**config.mk**
```make
export PLATFORM = sky130hd
export DESIGN_NAME = ifetch_align_buf
export DESIGN_NICKNAME = d
export VERILOG_FILES = /design/src/rtl/ifetch_align_buf.sv
export SDC_FILE = /design/constraint.sdc
export NUM_CORES = 1
export LEC_CHECK = 0
export CORE_MARGIN = 4
export CORE_UTILIZATION = 63
export DETAILED_ROUTE_END_ITERATION = 8
export DONT_BUFFER_PORTS = 1
export HOLD_SLACK_MARGIN = 0.12
export PLACE_DENSITY = 0.76
export SETUP_SLACK_MARGIN = 0.05
export SLEW_MARGIN = 15
export SYNTH_ARGS = -nofsm -noshare
export SYNTH_HDL_FRONTEND = slang
export SYNTH_SLANG_ARGS = --single-unit
export TNS_END_PERCENT = 20
```
**constraint.sdc**
```tcl
create_clock -name clk -period 5 [get_ports clk]
set_input_delay 0.5 -clock clk [delete_from_list [all_inputs] [get_ports clk]]
set_output_delay 0.5 -clock clk [all_outputs]
set_load 0.01 [all_outputs]
```
**src/rtl/ifetch_align_buf.sv**
```systemverilog
module ifetch_align_buf #(
  parameter int ADDR_W      = 16,
  parameter int MAX_LEN     = 4,
  parameter int FETCH_BYTES = 2,
  parameter int LEN_W       = $clog2(MAX_LEN + 1),
  parameter logic [ADDR_W-1:0] RESET_ADDR = '0
) (
  input  logic                     clk,
  input  logic                     rst_n,
  input  logic                     flush,
  input  logic [ADDR_W-1:0]        flush_addr,
  input  logic                     fetch_valid,
  input  logic [FETCH_BYTES*8-1:0] fetch_data,
  output logic                     fetch_ready,
  output logic [ADDR_W-1:0]        fetch_addr,
  input  logic                     consume_valid,
  input  logic [LEN_W-1:0]         consume_len,
  output logic [MAX_LEN*8-1:0]     win,
  output logic [LEN_W-1:0]         win_count
);
  localparam int DEPTH = MAX_LEN + FETCH_BYTES;
  localparam int CNT_W = $clog2(DEPTH + 1);

  logic [7:0]       mem [DEPTH];
  logic [7:0]       nxt [DEPTH];
  logic [CNT_W-1:0] occ;
  logic [CNT_W-1:0] drop, rem;
  logic             legal, push;

  assign legal = consume_valid && (consume_len != '0) &&
                 (int'(consume_len) <= MAX_LEN) && (int'(consume_len) <= int'(occ));
  assign drop  = legal ? CNT_W'(consume_len) : '0;
  assign rem   = occ - drop;
  assign fetch_ready = !flush && (int'(rem) <= MAX_LEN);
  assign push  = fetch_valid && fetch_ready;

  always_comb begin
    for (int i = 0; i < DEPTH; i++) begin
      nxt[i] = 8'h00;
      for (int j = 0; j < DEPTH; j++)
        if (j == i + int'(drop)) nxt[i] = mem[j];
      for (int k = 0; k < FETCH_BYTES; k++)
        if (push && i == int'(rem) + k) nxt[i] = fetch_data[8*k +: 8];
    end
  end

  always_ff @(posedge clk) begin
    if (!rst_n) begin
      occ        <= '0;
      fetch_addr <= RESET_ADDR;
    end else if (flush) begin
      occ        <= '0;
      fetch_addr <= flush_addr;
    end else begin
      occ <= rem + (push ? CNT_W'(FETCH_BYTES) : '0);
      if (push) fetch_addr <= fetch_addr + ADDR_W'(FETCH_BYTES);
    end
  end

  always_ff @(posedge clk)
    if (rst_n && !flush) mem <= nxt;

  for (genvar k = 0; k < MAX_LEN; k++) begin : g_win
    assign win[8*k +: 8] = mem[k];
  end

  assign win_count = (int'(occ) > MAX_LEN) ? LEN_W'(MAX_LEN) : LEN_W'(occ);
endmodule

```
==> results.ini, run 1 <==
[grt]
antenna_found_initial=0
grt_pass1_wl_um=28400
grt_use_total_pct=37.1
grt_pass1_vias=4848
grt_overflow=0
grt_start_max_net_pins=29

[timing]
setup_slack_ps=454
slew_violations=0
max_freq_ghz=0.220
tightestPinTransition_ps=949
fin_crit_ps=4550
slew_headroom_pct=36.4
fin_worst_skew_ps=14.5
final-setup-viol-count=0
period_share_pct=90.9
hold_viol_final=0
rsz0062_at_grt=no
setup_tns_ps=0
hold_ws_ps=278

[layout]
post-route-util_pct=65.7
layout_common_cells=nand2_1 (51), edfxtp_1 (48), a21oi_1 (41)
antenna_cells=0
final_common_cell=nand2_1
final_layout_size_suffix_gt1_share_pct=11.7
fin_area_um2=5450
area_growth_syn_to_layout_pct=0.623
nNetsFinal=619

[clock_tree]
ctsHoldBuffers=0
clockRootBuffer=clkbuf_8
cts_made_buffers=9
clock_latency_ps=350
post-cts-setup-buffer-count=0
path_clk_slew_ps=80
ctsResizeCount=0
clockBufferDepth=2
cts_max_level=3
tritoncts=done
cts_sinks=67

[yosys]
synth_async_sr_flop_share_pct=0
yosys_warnings=0
synth_nets=663
synth_cell_types=76
synth_cells=611
yosysSeqAreaShare_pct=33.6
avgSynthCellArea_um2=8.87
synthesis.area_um2=5420
synth_seq_cells=67
synth_ff_type=edfxtp_1
synth-edff-count=48

[placed_design]
portBuffers=0
detailed_place_hpwl_um=14300
dpl-instance-area_um2=5250
place_congestion=1.03
dpl_worst_slack_ps=400

[detailed_routing]
routed_wl_um=18900
drtIter0Drc=810
drt.antenna.violating_nets=0
route.detailed.drc=0
dr.pass1.iters=7
vias_per_cell=7.71
drt-wirelength-per-cell_um=27.9
vias=5222

[floorplanning]
ios=92
core_um2=8300
die_area_um2=10100
num_rows=33
die_h_um=101
die_w_um=101
initial_core_util_pct=65.3

[critical_path]
required_ps=5070
reg2reg_slack_ps=450
end_kind=register
r2r_cells=15
crit_fanout=15
r2r-start=occ[2]$_SDFF_PN0_
cp-start-kind=register
path_class=reg2reg
r2r_end=win[17]$_DFFE_PP_
arrival_ps=4620

[power]
power_density_nw_per_um2=264
p_leak_nw=1.98
vdd_drop_max_mv=0.215

[min_path]
hold_end=fetch_addr[5]$_SDFFE_PN0N_
holdCritStartpoint=rst_n
hold-path-cell-count=2
worstHoldPathType=in2reg

[outcome]
outcome=finished, final reports clean

[flow_run]
maxCapViolations=0

## logic make-up after synthesis
group                      share of synthesized area (%)
AOI/OAI and AO/OA                                   31.4
muxes                                               3.99
adders and majority gates                           2.91
DFF                                                 33.6
and+or+nand+nor                                     16.8
xor gates and xnor gates                            1.78
buffers and inverters                               9.42
## how the worst max path moves through the flow
stage	slack, ps	cells past startpoint	endpoint	from
2_1_floorplan	410	19	mem[10]$_DFFE_PP_	consume_len[0]
3_3_place_gp	630	15	mem[14]$_DFFE_PP_	consume_len[0]
3_5_place_dp	400	15	win[17]$_DFFE_PP_	consume_len[0]
4_1_cts	500	15	win[17]$_DFFE_PP_	occ[2]$_SDFF_PN0_
5_1_grt	200	15	win[18]$_DFFE_PP_	occ[2]$_SDFF_PN0_
6_report	450	15	win[17]$_DFFE_PP_	occ[2]$_SDFF_PN0_
## registers in the layout, summed over array words and instances (netlist names)
signal      cells
win            32
mem            16
occ             3
fetch_addr     16
## critical path, stage by stage, from the launching register on
cell and delay (ps):
dfxtp_1 460, inv_1 80, ha_1 320, a21oi_2 240
a21o_2 400, nand2_2 90, nor2_1 110, ha_1 150
inv_1 50, fa_1 370, xor2_1 180, and4_2 300
a221oi_2 440, nand3_1 320, a31oi_1 540, buf_4 240
## layer usage
metal | global-route usage, % | vias up | share of wire, %
met5 | 0 | - | 0
met3 | 16.6 | 63 | 17
met1 | 53.9 | 2466 | 39
li1 | - | 2258 | -
met2 | 50.0 | 435 | 41
met4 | 9.43 | 0 | 2.7
## cell usage after synthesis (4+ instances only)
cell type,count,area share (%)
nor3_1,14,1.3
xnor2_1,8,1.3
nor2_1,36,2.5
o21ai_0,29,2.7
edfxtp_1,48,27
o22ai_1,11,1.3
o22a_1,5,0.81
inv_1,13,0.90
buf_6,4,0.83
mux2i_1,16,3.0
a21oi_1,41,3.8
buf_4,34,4.7
o31ai_1,11,1.5
nand3_1,16,1.5
dfxtp_1,19,7.0
a222oi_1,15,2.8
o2111ai_1,5,0.81
or3_1,6,0.69
o2bb2ai_1,4,0.65
nand2b_1,7,0.81
ha_1,11,2.5
buf_2,12,1.1
a211oi_1,15,2.1
nor2b_1,5,0.58
mux2_2,4,0.83
a22o_1,10,1.6
a21o_1,12,1.7
clkbuf_1,22,1.5
nor3b_1,5,0.69
nand2_1,51,3.5
o211ai_1,5,0.69
and3_1,8,0.92
a22oi_1,23,3.2
a31oi_1,17,2.0
a32o_1,4,0.74
## area by class of cell
type / count / area, um^2
Inverter: 15 / 56.3
Tap cell: 105 / 131
Fill cell: 700 / 2850
Timing Repair Buffer: 20 / 150
Multi-Input combinational cell: 454 / 3090
Clock buffer: 9 / 124
Sequential cell: 67 / 1820
Clock inverter: 7 / 82.6
## power by group
group / total [mW] / internal (mW) / switching [mW]
clock: 0.485 / 0.239 / 0.246
sequential: 0.662 / 0.623 / 0.0396
combinational: 0.293 / 0.105 / 0.188
total: 1.44 / 0.967 / 0.473
## per-stage QoR
step | total power, mW | cells
after floorplan | 0.897 | 611
after global placement | 0.948 | 661
after detailed placement | 0.955 | 661
after CTS | 1.43 | 677
after global routing | 1.49 | 677
final | 1.44 | 677
Note: power is estimated with default switching activity, not from simulation.
==> inputs of run 2 (changes only) <==
--- a/config.mk
+++ b/config.mk
@@ -10,7 +10,7 @@
 export DETAILED_ROUTE_END_ITERATION = 8
 export DONT_BUFFER_PORTS = 1
 export HOLD_SLACK_MARGIN = 0.12
-export PLACE_DENSITY = 0.76
+export PLACE_DENSITY = 0.85
 export SETUP_SLACK_MARGIN = 0.05
 export SLEW_MARGIN = 15
 export SYNTH_ARGS = -nofsm -noshare
==> run 2 against run 1 <==
Critical endpoint is now fetch_ready; flip-flop and latch count is the same; clock-buffer cell count grew 1; largest cell class unchanged; worst hold slack gained 1.7 ps; highest routed layer unchanged; final area shrank 0.69%; cell count is the same; global-route usage grew 0.22 points; sequential power is essentially flat; via count grew 0.86%; power shrank 4.7%; clock power shrank 13%; combinational power shrank 1%; the run now ends with design-rule violations left.
==> results.ini, run 2 (synthesis gave the netlist of run 1 again) <==
[clock_tree]
clockBufferDepth=2  ; unchanged
tritoncts=done  ; unchanged
ctsHoldBuffers=0  ; unchanged
cts_sinks=67  ; unchanged
clock_latency_ps=350  ; about the same
post-cts-setup-buffer-count=0  ; unchanged
path_clk_slew_ps=80  ; about the same
ctsResizeCount=0  ; unchanged
cts_made_buffers=9  ; unchanged
clockRootBuffer=clkbuf_8  ; unchanged
cts_max_level=3  ; unchanged

[grt]
grt_overflow=0  ; unchanged
grt_start_max_net_pins=28  ; was 29
grt_pass1_wl_um=28900  ; was 28,400 um
grt_use_total_pct=37.3  ; was 37.1%
antenna_found_initial=0  ; unchanged
grt_pass1_vias=4983  ; was 4,848

[timing]
final-setup-viol-count=0  ; unchanged
period_share_pct=89.7  ; was 90.9%
slew_violations=0  ; unchanged
setup_slack_ps=516  ; was 454 ps
fin_crit_ps=4480  ; was 4550 ps
rsz0062_at_grt=no  ; unchanged
slew_headroom_pct=23.1  ; was 36.4%
max_freq_ghz=0.223  ; was 0.220 GHz
hold_viol_final=0  ; unchanged
setup_tns_ps=0  ; unchanged
fin_worst_skew_ps=13.7  ; was 14.5 ps
tightestPinTransition_ps=1140  ; was 949 ps

[power]
vdd_drop_max_mv=0.225  ; was 0.215 mV
p_int_mw=0.909  ; was 0.967 mW
seqPwrFrac_pct=48.3  ; was 46.0%
swShare_pct=33.8  ; was 32.9%
p_leak_nw=1.97  ; was 1.98 nW
p_switching_mw=0.465  ; was 0.473 mW
pwr-share-comb_pct=21.0  ; was 20.4%
clkPwrFrac_pct=30.7  ; was 33.6%
power_density_nw_per_um2=254  ; was 264 nW/um^2

[critical_path]
r2r_cells=16  ; was 15
reg2reg_slack_ps=680  ; was 450 ps
end_kind=primary output  ; was register
r2r_end=win[14]$_DFFE_PP_  ; was win[17]$_DFFE_PP_
arrival_ps=3980  ; was 4620 ps
r2r-start=occ[2]$_SDFF_PN0_  ; unchanged
required_ps=4500  ; was 5070 ps
crit_fanout=15  ; unchanged
path_class=reg2out  ; was reg2reg
cp-start-kind=register  ; unchanged

[min_path]
worstHoldPathType=in2reg  ; unchanged
holdCritStartpoint=rst_n  ; unchanged
hold_end=fetch_addr[12]$_SDFFE_PN0N_  ; was fetch_addr[5]$_SDFFE_PN0N_
hold-path-cell-count=1  ; was 2

[floorplanning]
initial_core_util_pct=65.3  ; unchanged
die_h_um=101  ; unchanged
die_area_um2=10100  ; unchanged
ios=92  ; unchanged
die_w_um=101  ; unchanged
core_um2=8300  ; unchanged
num_rows=33  ; unchanged

[layout]
final_layout_size_suffix_gt1_share_pct=11.5  ; was 11.7%
antenna_cells=0  ; unchanged
largest_reg_flops=32  ; unchanged
nNetsFinal=619  ; unchanged
layout_common_cells=nand2_1 (51), edfxtp_1 (48), a21oi_1 (41)  ; unchanged
final_common_cell=nand2_1  ; unchanged
layoutNonFillerInstCount=677  ; unchanged
area_growth_syn_to_layout_pct=-0.0693  ; was 0.623%

[placed_design]
portBuffers=0  ; unchanged
numPlacedInstances=661  ; unchanged
dpl_worst_slack_ps=668  ; was 400 ps
place_congestion=1.02  ; was 1.03
detailed_place_hpwl_um=13900  ; was 14,300 um

[detailed_routing]
drt-wirelength-per-cell_um=27.7  ; was 27.9 um
drtIter0Drc=903  ; was 810
route.detailed.drc=3  ; was 0
vias=5267  ; was 5,222
dr.pass1.iters=9  ; was 7
vias_per_cell=7.78  ; was 7.71
routed_wl_um=18800  ; was 18,900 um
drt.antenna.violating_nets=0  ; unchanged

[flow_run]
maxCapViolations=0  ; unchanged

[outcome]
outcome=finished, violations left  ; was finished, final reports clean
violations=design-rule violations

-- run 2: changes by cell type in the layout (fill, tap and decap cells not counted), sizes merged --
cell,change
clkinv,+3
clkbuf,+1
bufinv,-1
clkinvlp,-1
inv,-2
-- run 2: layer usage --
metal | share of wire (%) | vias to the layer above | track usage, %
met5 | 0 | - | 0
met4 | 2.0 | 0 | 9.84
met3 | 19 | 52 | 15.9
met2 | 42 | 521 | 52.3
met1 | 37 | 2436 | 52.8
li1 | - | 2258 | -
-- run 2: area by class of cell --
type | instances | area [um^2]
Inverter | 15 | 56.3
Multi-Input combinational cell | 454 | 3090
Timing Repair Buffer | 20 | 150
Tap cell | 105 | 131
Fill cell | 679 | 2880
Clock inverter | 6 | 41.3
Clock buffer | 10 | 128
Sequential cell | 67 | 1820
-- run 2: per-stage QoR --
stage / hold WS (ps) / power, mW / util [%] / instance area [um^2]
4_1_cts: 262 / 1.36 / 65.2 / 5420
5_1_grt: 255 / 1.43 / 65.2 / 5420
2_1_floorplan: 527 / 0.897 / - / 5420
3_5_place_dp: 558 / 0.951 / 63.2 / 5250
3_3_place_gp: 551 / 0.946 / 63.2 / 5250
6_report: 280 / 1.37 / 65.2 / 5420
-- run 2: worst max-delay path by stage --
stage                        endpoint  slack [ps]         startpoint
global placement     win[9]$_DFFE_PP_         790     consume_len[0]
detailed placement  win[13]$_DFFE_PP_         670     consume_len[0]
floorplan           mem[10]$_DFFE_PP_         410     consume_len[0]
finish                    fetch_ready         520  occ[2]$_SDFF_PN0_
global route              fetch_ready         240  occ[2]$_SDFF_PN0_
CTS                       fetch_ready         540  occ[2]$_SDFF_PN0_
-- run 2: worst max-delay path: stages (launching register included) --
cell and delay [ps]:
dfxtp_1 460, inv_1 110, ha_1 330, a21oi_2 240
a21o_2 380, nand2_2 90, nor2_1 100, ha_1 150
inv_1 50, fa_1 370, xor2_1 230, and4_2 330
a22o_1 540, a21oi_1 250
-- run 2: power groups by stage --
stage / combinational [mW] / sequential [mW] / clock [mW]
after floorplan: 0.241 / 0.656 / 0
after global routing: 0.312 / 0.665 / 0.452
after global placement: 0.272 / 0.673 / 0
final: 0.289 / 0.663 / 0.422
after CTS: 0.279 / 0.661 / 0.418
after detailed placement: 0.277 / 0.674 / 0
